$ cat src/rtl/oled_scan_pkg.sv
package oled_scan_pkg;

    typedef enum logic [1:0] {
        PH_IDLE  = 2'd0,
        PH_FETCH = 2'd1,
        PH_DRAIN = 2'd2
    } scan_phase_e;

    localparam int BYTE_W      = 8;
    localparam int BIT_W       = 3;
    localparam int DEF_PAGES   = 8;
    localparam int DEF_COLS    = 132;
    localparam int DEF_VIS_W   = 96;
    localparam int DEF_VIS_H   = 16;
    localparam int DEF_COL_OFS = 36;

endpackage

$ cat src/rtl/oled_scan_seq.sv
// Frame sequencer: redraw flag, frame phase, fetch coordinates, captured config.
module oled_scan_seq
    import oled_scan_pkg::*;
#(
    parameter int VIS_W  = DEF_VIS_W,
    parameter int VIS_H  = DEF_VIS_H,
    parameter int LINE_W = 6,
    parameter int X_W    = $clog2(VIS_W),
    parameter int Y_W    = $clog2(VIS_H)
) (
    input  logic              clk,
    input  logic              rst_n,
    input  logic              invalidate_i,
    input  logic [LINE_W-1:0] start_line_i,
    input  logic              inverse_i,
    input  logic              all_on_i,
    input  logic              take_i,
    input  logic              frame_done_i,
    output logic              fvalid_o,
    output logic [BIT_W-1:0]  bit_o,
    output logic              inv_o,
    output logic              allon_o,
    output logic              first_o,
    output logic              lend_o,
    output logic              last_o,
    output logic [X_W-1:0]    nx_o,
    output logic [Y_W-1:0]    ny_o,
    output logic [LINE_W-1:0] nsl_o,
    output logic              pending_o
);

    typedef struct packed {
        scan_phase_e       phase;
        logic              pending;
        logic              fvalid;
        logic [X_W-1:0]    x;
        logic [Y_W-1:0]    y;
        logic [LINE_W-1:0] sl;
        logic              inv;
        logic              allon;
    } seq_t;

    seq_t q, d;
    logic x_last, y_last, adv;

    assign x_last = (q.x == X_W'(VIS_W - 1));
    assign y_last = (q.y == Y_W'(VIS_H - 1));
    assign adv    = q.fvalid && take_i;

    always_comb begin
        d = q;
        unique case (q.phase)
            PH_IDLE: begin
                if (q.pending) begin
                    d.phase  = PH_FETCH;
                    d.fvalid = 1'b1;
                    d.x      = '0;
                    d.y      = '0;
                    d.sl     = start_line_i;
                    d.inv    = inverse_i;
                    d.allon  = all_on_i;
                end
            end
            PH_FETCH: begin
                if (adv) begin
                    if (x_last) begin
                        d.x = '0;
                        if (y_last) begin
                            d.fvalid = 1'b0;
                            d.phase  = PH_DRAIN;
                        end else begin
                            d.y = q.y + Y_W'(1);
                        end
                    end else begin
                        d.x = q.x + X_W'(1);
                    end
                end
            end
            PH_DRAIN: begin
                if (frame_done_i) d.phase = PH_IDLE;
            end
            default: d.phase = PH_IDLE;
        endcase
        if (frame_done_i) d.pending = 1'b0;
        if (invalidate_i) d.pending = 1'b1;
    end

    always_ff @(posedge clk) begin
        if (!rst_n) q <= '0;
        else        q <= d;
    end

    assign fvalid_o  = q.fvalid;
    assign bit_o     = BIT_W'(q.y) + q.sl[BIT_W-1:0];
    assign inv_o     = q.inv;
    assign allon_o   = q.allon;
    assign first_o   = (q.x == '0) && (q.y == '0);
    assign lend_o    = x_last;
    assign last_o    = x_last && y_last;
    assign nx_o      = d.x;
    assign ny_o      = d.y;
    assign nsl_o     = d.sl;
    assign pending_o = q.pending;


    idle_hold_chk: assert property (@(posedge clk) disable iff (!rst_n)
        (q.phase == PH_IDLE && !q.pending) |=> (q.phase == PH_IDLE && !q.fvalid));


    pend_clr_chk: assert property (@(posedge clk) disable iff (!rst_n)
        (frame_done_i && !invalidate_i) |=> !q.pending);


    pend_set_chk: assert property (@(posedge clk) disable iff (!rst_n)
        invalidate_i |=> q.pending);


    cfg_hold_chk: assert property (@(posedge clk) disable iff (!rst_n)
        (q.phase != PH_IDLE) |=> ($stable(q.sl) && $stable(q.inv) && $stable(q.allon)));

endmodule

$ cat src/rtl/oled_scan_addr.sv
// Maps a window coordinate plus scroll to a byte address in the paged memory.
module oled_scan_addr
    import oled_scan_pkg::*;
#(
    parameter int COLS    = DEF_COLS,
    parameter int COL_OFS = DEF_COL_OFS,
    parameter int LINE_W  = 6,
    parameter int ADDR_W  = 11,
    parameter int X_W     = 7,
    parameter int Y_W     = 4
) (
    input  logic [X_W-1:0]    x_i,
    input  logic [Y_W-1:0]    y_i,
    input  logic [LINE_W-1:0] sl_i,
    output logic [ADDR_W-1:0] addr_o
);

    localparam int PAGE_W = LINE_W - BIT_W;

    logic [LINE_W-1:0] line;
    logic [PAGE_W-1:0] page;

    always_comb begin
        line   = LINE_W'(y_i) + sl_i;
        page   = line[LINE_W-1:BIT_W];
        addr_o = ADDR_W'(page) * ADDR_W'(COLS) + ADDR_W'(COL_OFS) + ADDR_W'(x_i);
    end

endmodule

$ cat src/rtl/oled_scan_out.sv
// Output register: forms the pixel from the returned byte and holds it under back-pressure.
module oled_scan_out
    import oled_scan_pkg::*;
(
    input  logic              clk,
    input  logic              rst_n,
    input  logic              fvalid_i,
    input  logic [BYTE_W-1:0] rdata_i,
    input  logic [BIT_W-1:0]  bit_i,
    input  logic              inv_i,
    input  logic              allon_i,
    input  logic              first_i,
    input  logic              lend_i,
    input  logic              last_i,
    input  logic              pix_ready_i,
    output logic              take_o,
    output logic              pix_valid_o,
    output logic              pix_o,
    output logic              frame_start_o,
    output logic              line_end_o,
    output logic              frame_done_o
);

    typedef struct packed {
        logic valid;
        logic pix;
        logic fs;
        logic le;
        logic last;
    } out_t;

    out_t q, d;

    assign take_o = !q.valid || pix_ready_i;

    always_comb begin
        d = q;
        if (q.valid && pix_ready_i) d.valid = 1'b0;
        if (fvalid_i && take_o) begin
            d.valid = 1'b1;
            d.pix   = allon_i ? 1'b1 : (rdata_i[bit_i] ^ inv_i);
            d.fs    = first_i;
            d.le    = lend_i;
            d.last  = last_i;
        end
    end

    always_ff @(posedge clk) begin
        if (!rst_n) q <= '0;
        else        q <= d;
    end

    assign pix_valid_o   = q.valid;
    assign pix_o         = q.pix;
    assign frame_start_o = q.valid && q.fs;
    assign line_end_o    = q.valid && q.le;
    assign frame_done_o  = q.valid && pix_ready_i && q.last;


    stall_hold_chk: assert property (@(posedge clk) disable iff (!rst_n)
        (q.valid && !pix_ready_i) |=>
            (q.valid && $stable(q.pix) && $stable(q.fs) && $stable(q.le)));


    mark_excl_chk: assert property (@(posedge clk) disable iff (!rst_n)
        frame_start_o |-> !line_end_o);


    all_on_chk: assert property (@(posedge clk) disable iff (!rst_n)
        (fvalid_i && take_o && allon_i) |=> (pix_valid_o && pix_o));

endmodule

$ cat src/rtl/oled_scanout.sv
module oled_scanout
    import oled_scan_pkg::*;
#(
    parameter int PAGES    = DEF_PAGES,
    parameter int COLS     = DEF_COLS,
    parameter int VIS_W    = DEF_VIS_W,
    parameter int VIS_H    = DEF_VIS_H,
    parameter int COL_OFS  = DEF_COL_OFS,
    localparam int LINE_W  = $clog2(PAGES * BYTE_W),
    localparam int ADDR_W  = $clog2(PAGES * COLS)
) (
    input  logic              clk,
    input  logic              rst_n,
    input  logic              invalidate_i,
    input  logic [LINE_W-1:0] start_line_i,
    input  logic              inverse_i,
    input  logic              all_on_i,
    output logic [ADDR_W-1:0] ram_addr_o,
    input  logic [BYTE_W-1:0] ram_rdata_i,
    input  logic              pix_ready_i,
    output logic              pix_valid_o,
    output logic              pix_o,
    output logic              frame_start_o,
    output logic              line_end_o,
    output logic              redraw_pending_o
);

    localparam int X_W = $clog2(VIS_W);
    localparam int Y_W = $clog2(VIS_H);

    logic              take, frame_done, fvalid, inv, allon, first, lend, last;
    logic [BIT_W-1:0]  bitsel;
    logic [X_W-1:0]    nx;
    logic [Y_W-1:0]    ny;
    logic [LINE_W-1:0] nsl;

    oled_scan_seq #(
        .VIS_W (VIS_W), .VIS_H (VIS_H), .LINE_W (LINE_W), .X_W (X_W), .Y_W (Y_W)
    ) u_seq (
        .clk          (clk),
        .rst_n        (rst_n),
        .invalidate_i (invalidate_i),
        .start_line_i (start_line_i),
        .inverse_i    (inverse_i),
        .all_on_i     (all_on_i),
        .take_i       (take),
        .frame_done_i (frame_done),
        .fvalid_o     (fvalid),
        .bit_o        (bitsel),
        .inv_o        (inv),
        .allon_o      (allon),
        .first_o      (first),
        .lend_o       (lend),
        .last_o       (last),
        .nx_o         (nx),
        .ny_o         (ny),
        .nsl_o        (nsl),
        .pending_o    (redraw_pending_o)
    );

    oled_scan_addr #(
        .COLS (COLS), .COL_OFS (COL_OFS), .LINE_W (LINE_W),
        .ADDR_W (ADDR_W), .X_W (X_W), .Y_W (Y_W)
    ) u_addr (
        .x_i    (nx),
        .y_i    (ny),
        .sl_i   (nsl),
        .addr_o (ram_addr_o)
    );

    oled_scan_out u_out (
        .clk           (clk),
        .rst_n         (rst_n),
        .fvalid_i      (fvalid),
        .rdata_i       (ram_rdata_i),
        .bit_i         (bitsel),
        .inv_i         (inv),
        .allon_i       (allon),
        .first_i       (first),
        .lend_i        (lend),
        .last_i        (last),
        .pix_ready_i   (pix_ready_i),
        .take_o        (take),
        .pix_valid_o   (pix_valid_o),
        .pix_o         (pix_o),
        .frame_start_o (frame_start_o),
        .line_end_o    (line_end_o),
        .frame_done_o  (frame_done)
    );


    addr_window_chk: assert property (@(posedge clk) disable iff (!rst_n)
        ((int'(ram_addr_o) % COLS) >= COL_OFS) &&
        ((int'(ram_addr_o) % COLS) < COL_OFS + VIS_W) &&
        (int'(ram_addr_o) < PAGES * COLS));

endmodule

$ cat config.mk
export PLATFORM = sky130hd
export DESIGN_NAME = oled_scanout
export DESIGN_NICKNAME = d
export VERILOG_FILES = /design/src/rtl/oled_scan_pkg.sv /design/src/rtl/oled_scan_seq.sv /design/src/rtl/oled_scan_addr.sv /design/src/rtl/oled_scan_out.sv /design/src/rtl/oled_scanout.sv
export SDC_FILE = /design/constraint.sdc
export NUM_CORES = 1
export LEC_CHECK = 0
export ABC_AREA = 1
export BUFFER_PORTS_ARGS = -buffer_cell sky130_fd_sc_hd__buf_2
export CAP_MARGIN = 5
export CORE_MARGIN = 8
export CORE_UTILIZATION = 56
export CTS_CLUSTER_DIAMETER = 200
export DETAILED_ROUTE_END_ITERATION = 8
export PLACE_DENSITY = 0.8
export SLEW_MARGIN = 20
export SYNTH_ARGS = -nofsm -noshare
export SYNTH_HDL_FRONTEND = slang
export SYNTH_SLANG_ARGS = --single-unit
$ cat constraint.sdc
create_clock -name clk -period 4.2 [get_ports clk]
set_input_delay 0 -clock clk [delete_from_list [all_inputs] [get_ports clk]]
set_output_delay 0 -clock clk [all_outputs]
set_load 0.03 [all_outputs]
# After elaboration in Yosys (flattened, before gate mapping)

Index checks and enable logic that the tools add are counted.

Output and inout port bits: 16
Flip-flop bits (word level): 28
Word-level logic and storage cells: 71
Input bits: 20

Add/sub/neg operators: 6
Bitwise gates (word level): 1
Magnitude comparators: 1
Reduce and logical (&&, ||, !) cells: 18
Mux-type cells: 22
Eq/ne operators: 9
$mul: 1

Operators by type and width:

| cell                                                                | number |
|---|---|
| 12-bit case mux with 2 select lines                                 | 1 |
| 20-bit 2-to-1 mux                                                   | 1 |
| 12-bit 2-to-1 mux                                                   | 1 |
| 11-bit by 6-bit adder with 11-bit output (second input constant)    | 1 |
| 11-bit by 7-bit adder with 11-bit output                            | 1 |
| 2-bit 2-to-1 mux                                                    | 5 |
| 5-bit AND reduction                                                 | 2 |
| 3-bit by 6-bit multiplier with 9-bit output (second input constant) | 1 |
| 4-bit 2-to-1 mux                                                    | 2 |
| 8-bit 2-to-1 mux                                                    | 1 |
| 2-bit by 1-bit != test with 1-bit output (second input constant)    | 4 |
| 7-bit by 1-bit adder with 7-bit output (second input constant)      | 1 |
| 7-bit equality test (second input constant)                         | 1 |
| 1-bit logical AND                                                   | 7 |
| 7-bit logical NOT                                                   | 1 |
| 1-bit 2-to-1 mux                                                    | 7 |
| 7-bit 2-to-1 mux                                                    | 1 |
| 4-bit by 6-bit adder with 6-bit output                              | 1 |
| 2-bit case mux with 3 select lines                                  | 1 |
| 2-bit nonzero test                                                  | 3 |
| 5-bit 2-to-1 mux                                                    | 1 |
| 4-bit by 1-bit adder with 4-bit output (second input constant)      | 1 |
| 4-bit equality test (second input constant)                         | 1 |
| 4-bit logical NOT                                                   | 1 |
| other kinds (11)                                                    | 11 |

# Longest topological paths before layout

Depth after elaboration: 9
Depth in mapped cells: 27
Gate-level depth less buffers: 27

# By module

Synthesis repeated with hierarchy kept, for this count alone.

Cells, all modules: 366
Area total of the unflattened synthesis: 2348.5 µm²

Modules (own cells, without submodules):

| module         | area an instance (µm²) | sequential area each (µm²) | cells an instance | times used |
|---|---|---|---|---|
| oled_scan_seq  | 1493.9                 | 460.4                      | 219               | 1 |
| oled_scan_addr | 528.0                  | 0.0                        | 87                | 1 |
| oled_scan_out  | 326.6                  | 100.1                      | 60                | 1 |

# Least setup slack after synthesis

Ideal clock, no wire load.

Path type: register to output
Start point: register u_seq.q[12] (netlist bit)
End point: output ram_addr_o[7]
Buffers on the path: 0
Required time: 4200 ps
Data arrival time: 3900 ps
Slack: 300 ps
Cell stages (with the launch flop): 21
Cell sequence: dfxtp_1 > ha_1 > nand3_1 > nor2_4 > inv_1 > nor2_2 > nand4_1 > o21ai_1 > nand3_1 > ha_1 > a21oi_1 > nand2_2 > nand2_4 > nand2_4 > ha_1 > ha_1 > fa_1 > nand2_1 > nand2_1 > a21oi_1 > xor2_1

Cells in the longest elaborated chain, start to end: 8
Elaborated cells on any way between the ends: 11
Those cells by class: add/sub (4); mul (1); eq/ne (1); mux (5)

Ends and longest elaborated chain:

| element                                     | RTL line             | text |
|---|---|---|
| start: declaration                          | oled_scan_seq.sv:43  | `seq_t q, d;` |
| start signal: assignment                    | oled_scan_seq.sv:89  | `if (!rst_n) q <= '0;` |
| start signal: assignment                    | oled_scan_seq.sv:90  | `else q <= d;` |
| 7-bit equality test                         | oled_scan_seq.sv:46  | `assign x_last = (q.x == X_W'(VIS_W - 1));` |
| 4-bit 2-to-1 mux                            | oled_scan_seq.sv:66  | `if (x_last) begin` |
| 12-bit 2-to-1 mux                           | oled_scan_seq.sv:65  | `if (adv) begin` |
| 12-bit case mux with 2 select lines         | oled_scan_seq.sv:52  | `unique case (q.phase)` |
| via ny[3]                                   | oled_scanout.sv:34   | `logic [Y_W-1:0] ny;` |
| 4-bit by 6-bit adder with 6-bit output      | oled_scan_addr.sv:24 | `line = LINE_W'(y_i) + sl_i;` |
| 3-bit by 6-bit multiplier with 9-bit output | oled_scan_addr.sv:26 | `addr_o = ADDR_W'(page) * ADDR_W'(COLS) + ADDR_W'(COL_OFS) + ADDR_W'(x_i);` |
| 11-bit by 6-bit adder with 11-bit output    | oled_scan_addr.sv:26 |  |
| 11-bit by 7-bit adder with 11-bit output    | oled_scan_addr.sv:26 |  |
| end: declaration                            | oled_scanout.sv:18   | `output logic [ADDR_W-1:0] ram_addr_o,` |

The timed path passes the listed nets, and every way through them passes these cells. The select of a mux whose other input is x is not followed.

# Worst setup path in the final report

Start point: register u_seq.q[13] (netlist bit)
End point: output ram_addr_o[9]

Same word-level chain as after synthesis.

==> results.yml <==
drt:
  via_count: 2108
  wire_per_inst_um: 14.0
  viasPerCell: 5.34
  remaining_drc_errors: 0
  drtAntennaViolNets: 0
  wl_mm: 5.54
  drt-initial-drc-count: 215
  firstDrtPassIters: 4
sta:
  slew_viol_final: 0
  period_minus_slack_ns: 4.10
  worstMarginPinSlew_ns: 0.830
  max-slew-margin-rel_pct: 44.6
  finalHoldViolCount: 0
  fin_worst_skew_ns: 0.00559
  fin_ws_ns: 0.0955
  fin_crit_sh_pct: 97.7
  fmax_mhz: 244
  setup_violations: 0
  whs_ns: 0.118
clock_network:
  htreeDepth: 1
  cts_tree: "yes"
  clock_path_buffers: 2
  cts_root_buffer: "clkbuf_4"
  insertion_delay_ns: 0.34
  clk_pin_slew_worst_paths_ns: 0.16
  clock_sink_count: 28
  cts_buffers: 3
global_route:
  grt_overflow_total: 0
  grt_pass1_wl_mm: 8.22
  grt_max_degree: 25
  antenna_found_initial: 0
  grt_pass1_vias: 1894
  grt_usage_pct: 16.3
placed_design:
  gp_congestion: 0.914
  place_hpwl_mm: 3.54
  io_buffers: 35
  place_ws_ns: 0.147
  dpl_cell_area_um2: 2280
layout:
  drive_gt1_share_pct: 33.7
  synthToLayoutAreaGrowth_pct: 31.0
  n_antenna_cell: 0
  fin_area_um2: 2680
  final_nets: 385
  fin_util_pct: 74.8
synthesis:
  async_reset_ff_share_pct: 0
  ys_types: 38
  synth.top_cells.by_count: "nand2_1 (53), inv_1 (42), dfxtp_1 (28), a21oi_1 (23), nor2_1 (23)"
  syn_area_um2: 2040
  yosys-top-cells-area: "dfxtp_1 (27%), nand2_1 (9.7%), ha_1 (9.2%), inv_1 (7.7%), a21oi_1 (5.6%)"
  synth_cells: 286
  ys_warn_count: 0
  synth.largest_area_cell: "dfxtp_1"
  synth_top_area_share_pct: 27.4
  synth_seq_cells: 28
  syn_nets: 323
  yosysSeqAreaShare_pct: 27.4
  synth_top_flop_cell: "dfxtp_1"
  synth_area_per_cell_um2: 7.14
  synthMostInstantiatedCell: "nand2_1"
  synth-edff-count: 0
run:
  max-cap-violations: 0
setup_path:
  crit_path_frequent_cell: "nand2_1"
  arrival_ns: 4.10
  critPathBufInv: 3
  path_delay_family: "simple AND/OR/NAND/NOR gates"
  critical_path_class: "reg -> out"
  ff2ff_setup_slack_ns: 2.02
  critPathRequiredTime_ns: 4.20
  crit_path_max_incr_delay_ns: 0.40
  cp_max_fo: 5
  crit_path_top_delay_cell: "dfxtp_4"
  cp-end-kind: "primary output"
  crit_path_start_kind: "flip-flop"
power:
  p_leak_uw: 0.00130
  p_per_area_nw_per_um2: 233
  p_total_uw: 624
  peakVddDrop_v: 0.000170
floorplanning:
  coreArea_um2: 3580
  initial_utilization_pct: 57.1
  pin_count: 36
  chipHeight_um: 76.4
  die_w_um: 76.4
  dieArea_um2: 5840
  rows: 22
min_path:
  hold_class: "in -> reg"
status:
  status: "complete, no violations"
## per-layer routing
metal	global-route usage [%]	routed length (um)	vias up	share of wire [%]
li1	-	-	1049	-
met1	19.5	2380	942	43
met2	28.3	2640	97	48
met3	2.95	339	20	6.1
met4	5.38	187	0	3.4
met5	0	0	-	0
## worst reg2reg max path, stage by stage, from the launching register on
cell     delay (ns)
dfxtp_4        0.39
buf_4          0.14
ha_1           0.18
fa_1           0.38
xnor2_1        0.18
xor2_1         0.21
mux2i_1        0.25
xor2_1         0.19
nand2_1        0.07
nand2_1        0.06
inv_1          0.04
## cell families after synthesis
group	count (synthesis)	share of synthesized area [%]
flip-flops	28	27.4
XOR/XNOR	6	2.57
AO/OA/AOI/OAI	50	14.2
multiplexers	1	0.490
adder cells (fa/ha/maj)	17	11.1
buffers and inverters	51	10.2
AND/OR/NAND/NOR	133	34.0
## layout by cell type, fill, tap and decap left out, types with 3 or more instances in the layout
master         instances
nand2_1               52
a21oi_1               20
dfxtp_1               23
xor2_1                 5
buf_2                 34
nor2_1                22
nand3_1               18
inv_2                  6
nand3_2                5
nor2_2                 3
o211ai_1               4
dfxtp_2                3
nand4_1                5
a21oi_2                4
clkbuf_4               3
nand2_4                6
nand2_2                6
buf_4                 17
or2_2                  4
o21ai_0               11
ha_4                   7
nor2_4                 5
o21ai_1                3
dlygate4sd3_1         11
inv_1                 39
ha_1                   7
## sequential cells by signal, summed over array words and instances, names as in the netlist
| signal | count |
|---|---|
| u_seq.q | 19 |
| u_seq.fvalid_o | 1 |
| u_out.pix_valid_o | 1 |
| u_seq.pending_o | 1 |
| u_seq.allon_o | 1 |
| u_out.pix_o | 1 |
| u_seq.inv_o | 1 |
| u_out.q | 3 |
## repair_timing
item,4_1_cts,5_1_grt
cloned,0,0
pin swaps,4,25
resized for setup,11,25
hold buffers,11,0
setup endpoints to repair,4,5
buffers inserted,2,10
endpoints found under the hold margin,11,0
## final cells by class
type,count,area [um^2]
multi-input combinational,207,1420
fill,277,902
timing repair buffer,63,419
sequential,28,572
tap,48,60.1
clock buffer,4,36.3
inverter,45,169
## per-stage QoR
stage                     setup TNS (ns)  cells
final                                  0    395
after global placement                 0    368
after global routing              -0.253    395
after floorplan                        0    286
after CTS                              0    385
after detailed placement               0    368
## final timing paths
kind              endpoint  cells past startpoint            start
max          ram_addr_o[9]                     27      u_seq.q[13]
min             u_seq.q[2]                      3  start_line_i[0]
max reg2reg    u_out.pix_o                     10       u_seq.q[8]
min reg2reg     u_out.q[0]                      2       u_out.q[0]
## power breakdown
group,leakage [uW],internal [uW],switching (uW)
clock network,0.0000210,53.2,84.0
registers,0.000232,277,7.87
logic,0.00105,78.6,123
(Power assumes the default switching activity.)
